## config.mk

```make
export PLATFORM = sky130hd
export DESIGN_NAME = frac_feedback_divider
export DESIGN_NICKNAME = d
export VERILOG_FILES = /design/src/rtl/frac_div_pkg.sv /design/src/rtl/ratio_calc.sv /design/src/rtl/down_counter.sv /design/src/rtl/reload_reg.sv /design/src/rtl/frac_feedback_divider.sv
export SDC_FILE = /design/constraint.sdc
export NUM_CORES = 1
export LEC_CHECK = 0
export BUFFER_PORTS_ARGS = -buffer_cell sky130_fd_sc_hd__buf_2
export CORE_MARGIN = 8
export CORE_UTILIZATION = 54
export DETAILED_ROUTE_END_ITERATION = 10
export PLACE_DENSITY = 0.83
export SLEW_MARGIN = 10
export SYNTH_ARGS = -nofsm -noshare
export SYNTH_HDL_FRONTEND = slang
export SYNTH_SLANG_ARGS = --single-unit
```

## constraint.sdc

```tcl
create_clock -name clk_vco -period 3.6 [get_ports clk_vco]
set_input_delay 0.36 -clock clk_vco [delete_from_list [all_inputs] [get_ports clk_vco]]
set_output_delay 0.36 -clock clk_vco [all_outputs]
set_load 0.05 [all_outputs]
```

## src/rtl/frac_div_pkg.sv

```systemverilog
package frac_div_pkg;

    // Default widths of the ratio inputs
    localparam int DEF_INT_W  = 6;
    localparam int DEF_STEP_W = 4;

    // Smallest period the counter structure can produce
    localparam int MIN_RATIO   = 3;
    // Registered reload plus the zero state: load = ratio - 2
    localparam int LOAD_OFFSET = 2;

    // Phase of the divider, derived from the reload register
    typedef enum logic {
        PH_COUNT  = 1'b0,
        PH_RELOAD = 1'b1
    } div_phase_e;

    function automatic int max_ratio(input int int_w, input int step_w);
        return (2 ** int_w - 1) + (2 ** (step_w - 1) - 1);
    endfunction

    function automatic int sum_width(input int int_w, input int step_w);
        return ((int_w > step_w) ? int_w : step_w) + 2;
    endfunction

endpackage

```

## src/rtl/ratio_calc.sv

```systemverilog
module ratio_calc
    import frac_div_pkg::*;
#(
    parameter int INT_W  = DEF_INT_W,
    parameter int STEP_W = DEF_STEP_W,
    parameter int CNT_W  = 7
) (
    input  logic [INT_W-1:0]  int_part,
    input  logic [STEP_W-1:0] step,
    output logic [CNT_W-1:0]  load_val
);
    localparam int SUM_W = sum_width(INT_W, STEP_W);
    localparam logic signed [SUM_W-1:0] FLOOR_S = SUM_W'(MIN_RATIO);
    localparam logic signed [SUM_W-1:0] OFFS_S  = SUM_W'(LOAD_OFFSET);

    logic signed [SUM_W-1:0] int_ext;
    logic signed [SUM_W-1:0] step_ext;
    logic signed [SUM_W-1:0] sum;
    logic signed [SUM_W-1:0] clamped;
    logic signed [SUM_W-1:0] loaded;

    always_comb begin
        int_ext  = {{(SUM_W - INT_W){1'b0}}, int_part};
        step_ext = {{(SUM_W - STEP_W){step[STEP_W-1]}}, step};
        sum      = int_ext + step_ext;
        clamped  = (sum < FLOOR_S) ? FLOOR_S : sum;
        loaded   = clamped - OFFS_S;
        load_val = CNT_W'(loaded);
    end
endmodule

```

## src/rtl/down_counter.sv

```systemverilog
module down_counter #(
    parameter int CNT_W = 7
) (
    input  logic             clk,
    input  logic             rst,
    input  logic             load_en,
    input  logic [CNT_W-1:0] preset_val,
    input  logic [CNT_W-1:0] load_val,
    output logic [CNT_W-1:0] cnt,
    output logic             at_zero
);
    always_ff @(posedge clk) begin
        if (rst)
            cnt <= preset_val;
        else if (load_en)
            cnt <= load_val;
        else
            cnt <= cnt - 1'b1;
    end

    assign at_zero = (cnt == '0);


    reload_value_chk: assert property (@(posedge clk) disable iff (rst)
        load_en |=> (cnt == $past(load_val)));


    count_step_chk: assert property (@(posedge clk) disable iff (rst)
        (!load_en && cnt != '0) |=> (cnt == $past(cnt) - 1'b1));
endmodule

```

## src/rtl/reload_reg.sv

```systemverilog
module reload_reg
    import frac_div_pkg::*;
(
    input  logic clk,
    input  logic rst,
    input  logic at_zero,
    output logic pulse
);
    div_phase_e phase;

    always_ff @(posedge clk) begin
        if (rst)
            phase <= PH_COUNT;
        else
            phase <= at_zero ? PH_RELOAD : PH_COUNT;
    end

    assign pulse = (phase == PH_RELOAD);


    one_wide_chk: assert property (@(posedge clk) disable iff (rst)
        pulse |=> !pulse);


    reset_low_chk: assert property (@(posedge clk)
        rst |=> !pulse);
endmodule

```

## src/rtl/frac_feedback_divider.sv

```systemverilog
module frac_feedback_divider
    import frac_div_pkg::*;
#(
    parameter int INT_W  = DEF_INT_W,
    parameter int STEP_W = DEF_STEP_W
) (
    input  logic              clk_vco,
    input  logic              rst,
    input  logic [INT_W-1:0]  int_ratio,
    input  logic [STEP_W-1:0] frac_step,
    output logic              div_out,
    output logic              probe_out
);
    localparam int TOP_RATIO = max_ratio(INT_W, STEP_W);
    localparam int CNT_W     = $clog2(TOP_RATIO);

    logic [CNT_W-1:0] load_val;
    logic [CNT_W-1:0] preset_val;
    logic [CNT_W-1:0] cnt;
    logic             at_zero;
    logic             reload;

    ratio_calc #(.INT_W(INT_W), .STEP_W(STEP_W), .CNT_W(CNT_W)) u_run_calc (
        .int_part (int_ratio),
        .step     (frac_step),
        .load_val (load_val)
    );

    ratio_calc #(.INT_W(INT_W), .STEP_W(STEP_W), .CNT_W(CNT_W)) u_rst_calc (
        .int_part (int_ratio),
        .step     ('0),
        .load_val (preset_val)
    );

    down_counter #(.CNT_W(CNT_W)) u_cnt (
        .clk        (clk_vco),
        .rst        (rst),
        .load_en    (reload),
        .preset_val (preset_val),
        .load_val   (load_val),
        .cnt        (cnt),
        .at_zero    (at_zero)
    );

    reload_reg u_reload (
        .clk     (clk_vco),
        .rst     (rst),
        .at_zero (at_zero),
        .pulse   (reload)
    );

    assign div_out   = reload;
    assign probe_out = reload;


    min_load_chk: assert property (@(posedge clk_vco) disable iff (rst)
        reload |=> (cnt >= CNT_W'(MIN_RATIO - LOAD_OFFSET)));
endmodule

```

Yosys cells after proc, flatten, opt, wreduce, memory -nomap -nowiden:

Index checks and enable logic that the tools add are counted.

* magnitude comparators: 2
* $add $sub $neg: 4
* mux-type cells: 5
* reductions and logical operators: 1

Operators with widths (number)
* 7-bit 2-to-1 mux: 3
* 7-bit by 3-bit subtractor with 7-bit output, second input constant: 2
* 7-bit by 4-bit adder with 8-bit output: 1
* 8-bit by 3-bit less-than comparator with 1-bit output, second input constant: 1
* 7-bit logical NOT: 1
* 7-bit by 1-bit subtractor with 7-bit output, second input constant: 1
* 6-bit by 2-bit less-than comparator with 1-bit output, second input constant: 1
* 6-bit 2-to-1 mux: 1
* 1-bit 2-to-1 mux: 1

* word-level logic and storage cells: 14
* flip-flop bits (word level): 8

Longest topological paths before layout:

* depth after elaboration: 6
* gate-level depth with buffers: 12
* mapped depth without buffers: 12

Cells and area by module:

Synthesis repeated with hierarchy kept, for this count alone.

* cells, all modules: 179
* area, all modules: 1373.8 um^2

By module, submodules not included
* ratio_calc (u_rst_calc): times used 1, cells each 65, sequential area each 0.0 um^2, area each 479.2 um^2
* ratio_calc (u_run_calc): times used 1, cells each 62, sequential area each 0.0 um^2, area each 454.2 um^2
* down_counter: times used 1, cells each 48, sequential area each 140.1 um^2, area each 395.4 um^2
* reload_reg: times used 1, cells each 2, sequential area each 20.0 um^2, area each 33.8 um^2
* frac_feedback_divider: times used 1, cells each 2, sequential area each 0.0 um^2, area each 11.3 um^2

Least setup slack after synthesis:

Ideal clock, no wire load.

* path kind: in2reg
* start point: in int_ratio[0]
* end point: reg u_cnt.cnt[5]
* arrival: 3.170 ns
* library setup time: 0.122 ns
* path slack: 0.308 ns
* buffers on the path: 0
* required time: 3.478 ns
* cell stages on the path: 12
* cell sequence: ha_1 fa_1 a211oi_1 nor2_1 xor2_1 nor2_1 a311oi_1 ha_1 inv_1 o311a_1 a211o_1 a221o_1

* longest elaborated chain between the ends: 6
* elaborated cells on any way between the ends: 9
* those cells by class: add/sub: 3; order compare: 2; mux: 4

RTL lines
* start: declaration: RTL line frac_feedback_divider.sv:9 `input logic [INT_W-1:0] int_ratio,`
* 7-bit by 4-bit adder with 8-bit output: RTL line ratio_calc.sv:25 `sum = int_ext + step_ext;`
* 8-bit by 3-bit less-than comparator with 1-bit output: RTL line ratio_calc.sv:26 `clamped = (sum < FLOOR_S) ? FLOOR_S : sum;`
* 7-bit 2-to-1 mux: RTL line ratio_calc.sv:26
* 7-bit by 3-bit subtractor with 7-bit output: RTL line ratio_calc.sv:27 `loaded = clamped - OFFS_S;`
* 7-bit 2-to-1 mux: RTL line down_counter.sv:15 `else if (load_en)`
* 7-bit 2-to-1 mux (*): RTL line down_counter.sv:13 `if (rst)`
* end signal: assignment: RTL line down_counter.sv:14 `cnt <= preset_val;`
* end signal: assignment: RTL line down_counter.sv:16 `cnt <= load_val;`
* end signal: assignment: RTL line down_counter.sv:18 `cnt <= cnt - 1'b1;`
* end: declaration: RTL line down_counter.sv:9 `output logic [CNT_W-1:0] cnt,`

Mark *: on every way between the ends. The rest lies on a longest branch, timed or not.
A chain may end at the register's enable or synchronous reset.

Worst setup path in the final report:

* start point: in int_ratio[2]
* end point: reg u_cnt.cnt[5]

The elaborated chain is that of the path after synthesis.

==> qor.txt <==
Placed inst area: 1020 sq um
Tightest Hold Check Type: primary input to flip-flop
Final Slew Violations: 0
Max Used Layer: met4
P_leak: 0.457 nW
Placed Cells: 147
Worst slew margin: 0.698
Critical path class: primary input to flip-flop
Final Setup Violations: 0
TNS Setup: 0 ns
Post-Route WL: 2.17 mm
Vias in the first global route: 883
Total grt overflow: 0
Final hold vios: 0
Reg2reg start: u_cnt.cnt[3]
Clk slew on worst S/H paths: 0.05 ns
Final non-filler cell total: 150
Area of the die: 3360 sq um
Net Sw Frac: 0.393
Mapped Area: 950 sq um
Number of flops mapped to enable cells by yosys: 0
Crit-path max FO: 5
Max cap viols: 0
Hold Crit Depth: 3
CTS H-Tree Depth: 1
Share of layout cells above drive strength 1: 0.158
Number of filler cells placed in the layout: 146
Antenna violations before repair: 0
Fin nets: 160
Top FF cell, synth: dfxtp_1
HP Start: int_ratio[0]
Syn Inst Count: 119
Row Count: 15
Peak VDD IR: 230 uV
IO Port Bufs: 13
DR vias/cell: 6.33
Combinational power share: 0.460
Final HPWL DP: 1.76 mm
Outcome: finished, final reports clean
Req. time, crit path: 3.74 ns
Netlist cell types: 38
Cts bufs inserted: 3
Clk Latency, worst-skew pair: 0.26 ns
CP Launch Type: primary input
Reg2Reg Setup Slack: 2.09 ns
Core Util, Final: 0.616
Total number of yosys warnings: 0
Area of the multi-input gates: 741 sq um
Asr flop ratio synth: 0
Worst reg2reg path depth: 5
Flops & latches, synth: 8
M1 WL: 930 um
Design Area, Final: 1040 sq um
Slew @ Worst Pin: 0.452 ns
Largest net degree at the start of global routing: 16
Die Width: 57.9 um
Net Sw Power: 0.135 mW
Clock power share: 0.205
Post-CTS sizing: 0
Initial Utilization: 0.562
DRC Markers: 0
# diodes: 0
Core Area: 1690 sq um
Metal3 WL: 195 um
Die Ht: 57.9 um
Max Root-Sink Buffers: 2
Clock Sinks: 8
Fmax: 0.309 GHz
All-Layer GR Usage: 0.144
First-pass GRT wire length: 3.86 mm
Setup Buffers After CTS: 0
RePlAce Congestion: 0.902
FF/Latch Area: 160 sq um
CP Capture Type: flip-flop
Clock Skew: 0.00167 ns
DR iter-0 viols: 42
Drt first pass iters: 4
Post-route antenna net violation count: 0
I/O pin cnt: 14
Internal Power: 0.209 mW
Period Utilization, post-route: 0.900
Clk root buf: clkbuf_4
DR WL/cell: 14.4 um
Pwr/cell area: 331 nW/um^2
RSZ-0062 raised after global routing: false
Area Growth Syn to Fin: 9.49%
Worst r2r dst: u_cnt.cnt[5]
Hold EP: u_cnt.cnt[0]
Syn nets: 144
Minimum clock period: 3.24 ns
CTS Hold Bufs: 0
CTS tree: done
Hold Slack: 0.432 ns
Vias: 949
Seq/Total Area, Yosys: 0.169
Routed length on met2: 986 um
Arrival time worst endpoint: 3.38 ns
Register share of total power: 0.334
Synth Area per Inst: 7.98 sq um
-- Yosys cell counts, types with 2 or more instances --
cell	count	area share
nor2_1	15	0.059
ha_1	12	0.16
nand2_1	9	0.036
dfxtp_1	8	0.17
o21ai_0	7	0.037
inv_1	6	0.024
xnor2_1	6	0.055
xor2_1	6	0.055
a21oi_1	4	0.021
nor3_1	4	0.021
o31ai_1	4	0.032
or3_1	3	0.020
a311oi_1	2	0.018
and3_1	2	0.013
buf_4	2	0.016
nand2b_1	2	0.013
nand4_1	2	0.013
nor3b_1	2	0.016
nor4_1	2	0.013
o311a_1	2	0.021
or4_1	2	0.016
-- worst max path at each step --
stage,start,end,slack [ns],cells past startpoint
2_1_floorplan,int_ratio[0],u_cnt.cnt[5],0.31,12
3_3_place_gp,int_ratio[0],u_cnt.cnt[5],0.20,13
3_5_place_dp,int_ratio[0],u_cnt.cnt[5],0.10,13
4_1_cts,int_ratio[0],u_cnt.cnt[5],0.38,13
5_1_grt,int_ratio[0],u_cnt.cnt[5],0.11,13
6_report,int_ratio[2],u_cnt.cnt[5],0.36,12
-- critical path, cell delays in order --
cell and delay (ns):
buf_2 0.13, ha_1 0.38, o211ai_1 0.31, o21ai_0 0.15
xnor2_1 0.35, nor2_1 0.13, a311oi_1 0.37, ha_1 0.23
inv_1 0.07, o311a_1 0.34, a211o_1 0.23, a221o_1 0.32
-- area by class of cell --
class | instances | area share
Multi-Input combinational cell | 102 | 0.712
Sequential cell | 8 | 0.154
Timing Repair Buffer | 14 | 0.0698
Clock buffer | 3 | 0.0217
Inverter | 6 | 0.0217
Tap cell | 17 | 0.0205
-- layout by cell type (no fill, tap or decap), types with 2 or more instances in the layout --
| cell type | netlist | layout |
|---|---|---|
| a21oi_1 | 4 | 4 |
| a311oi_1 | 2 | 2 |
| and3_1 | 2 | 2 |
| buf_2 | 0 | 13 |
| clkbuf_4 | 0 | 3 |
| dfxtp_1 | 8 | 8 |
| ha_1 | 12 | 12 |
| inv_1 | 6 | 6 |
| nand2_1 | 9 | 9 |
| nand2b_1 | 2 | 2 |
| nand4_1 | 2 | 2 |
| nor2_1 | 15 | 15 |
| nor3_1 | 4 | 4 |
| nor3b_1 | 2 | 2 |
| nor4_1 | 2 | 2 |
| o21ai_0 | 7 | 7 |
| o311a_1 | 2 | 2 |
| o31ai_1 | 4 | 4 |
| or3_1 | 3 | 3 |
| or4_1 | 2 | 2 |
| xnor2_1 | 6 | 6 |
| xor2_1 | 6 | 6 |
-- routing by layer --
| metal | global-route usage | vias to the layer above |
|---|---|---|
| met3 | 0.0486 | 8 |
| met5 | 0 | - |
| li1 | - | 467 |
| met1 | 0.169 | 430 |
| met2 | 0.231 | 44 |
| met4 | 0.0629 | 0 |
-- flip-flops by register name, indices dropped and copies added, names as in the netlist --
register	cells
u_reload.pulse	1
u_cnt.cnt	7
-- cell families after synthesis --
family                     after synthesis  share of synthesized area
xor gates and xnor gates                12                      0.111
and+or+nand+nor                         47                      0.260
AOI/OAI and AO/OA                       29                      0.220
adders and majority gates               13                      0.179
DFF                                      8                      0.169
muxes                                    1                     0.0105
buffers and inverters                    9                     0.0514
-- power groups by stage --
stage                     combinational [mW]  sequential [mW]  clock, mW
final                                  0.158            0.115     0.0706
after global routing                   0.175            0.117     0.0777
after CTS                              0.156            0.115     0.0727
after detailed placement               0.155            0.117          0
after global placement                 0.152            0.116          0
after floorplan                        0.116            0.114          0
-- per-stage QoR --
stage               power [mW]  setup slack [ns]
global placement         0.267             0.200
finish                   0.344             0.362
detailed placement       0.272             0.104
global route             0.370             0.113
CTS                      0.344             0.378
floorplan                0.230             0.308
No activity file was read; power rests on OpenSTA's default activity.
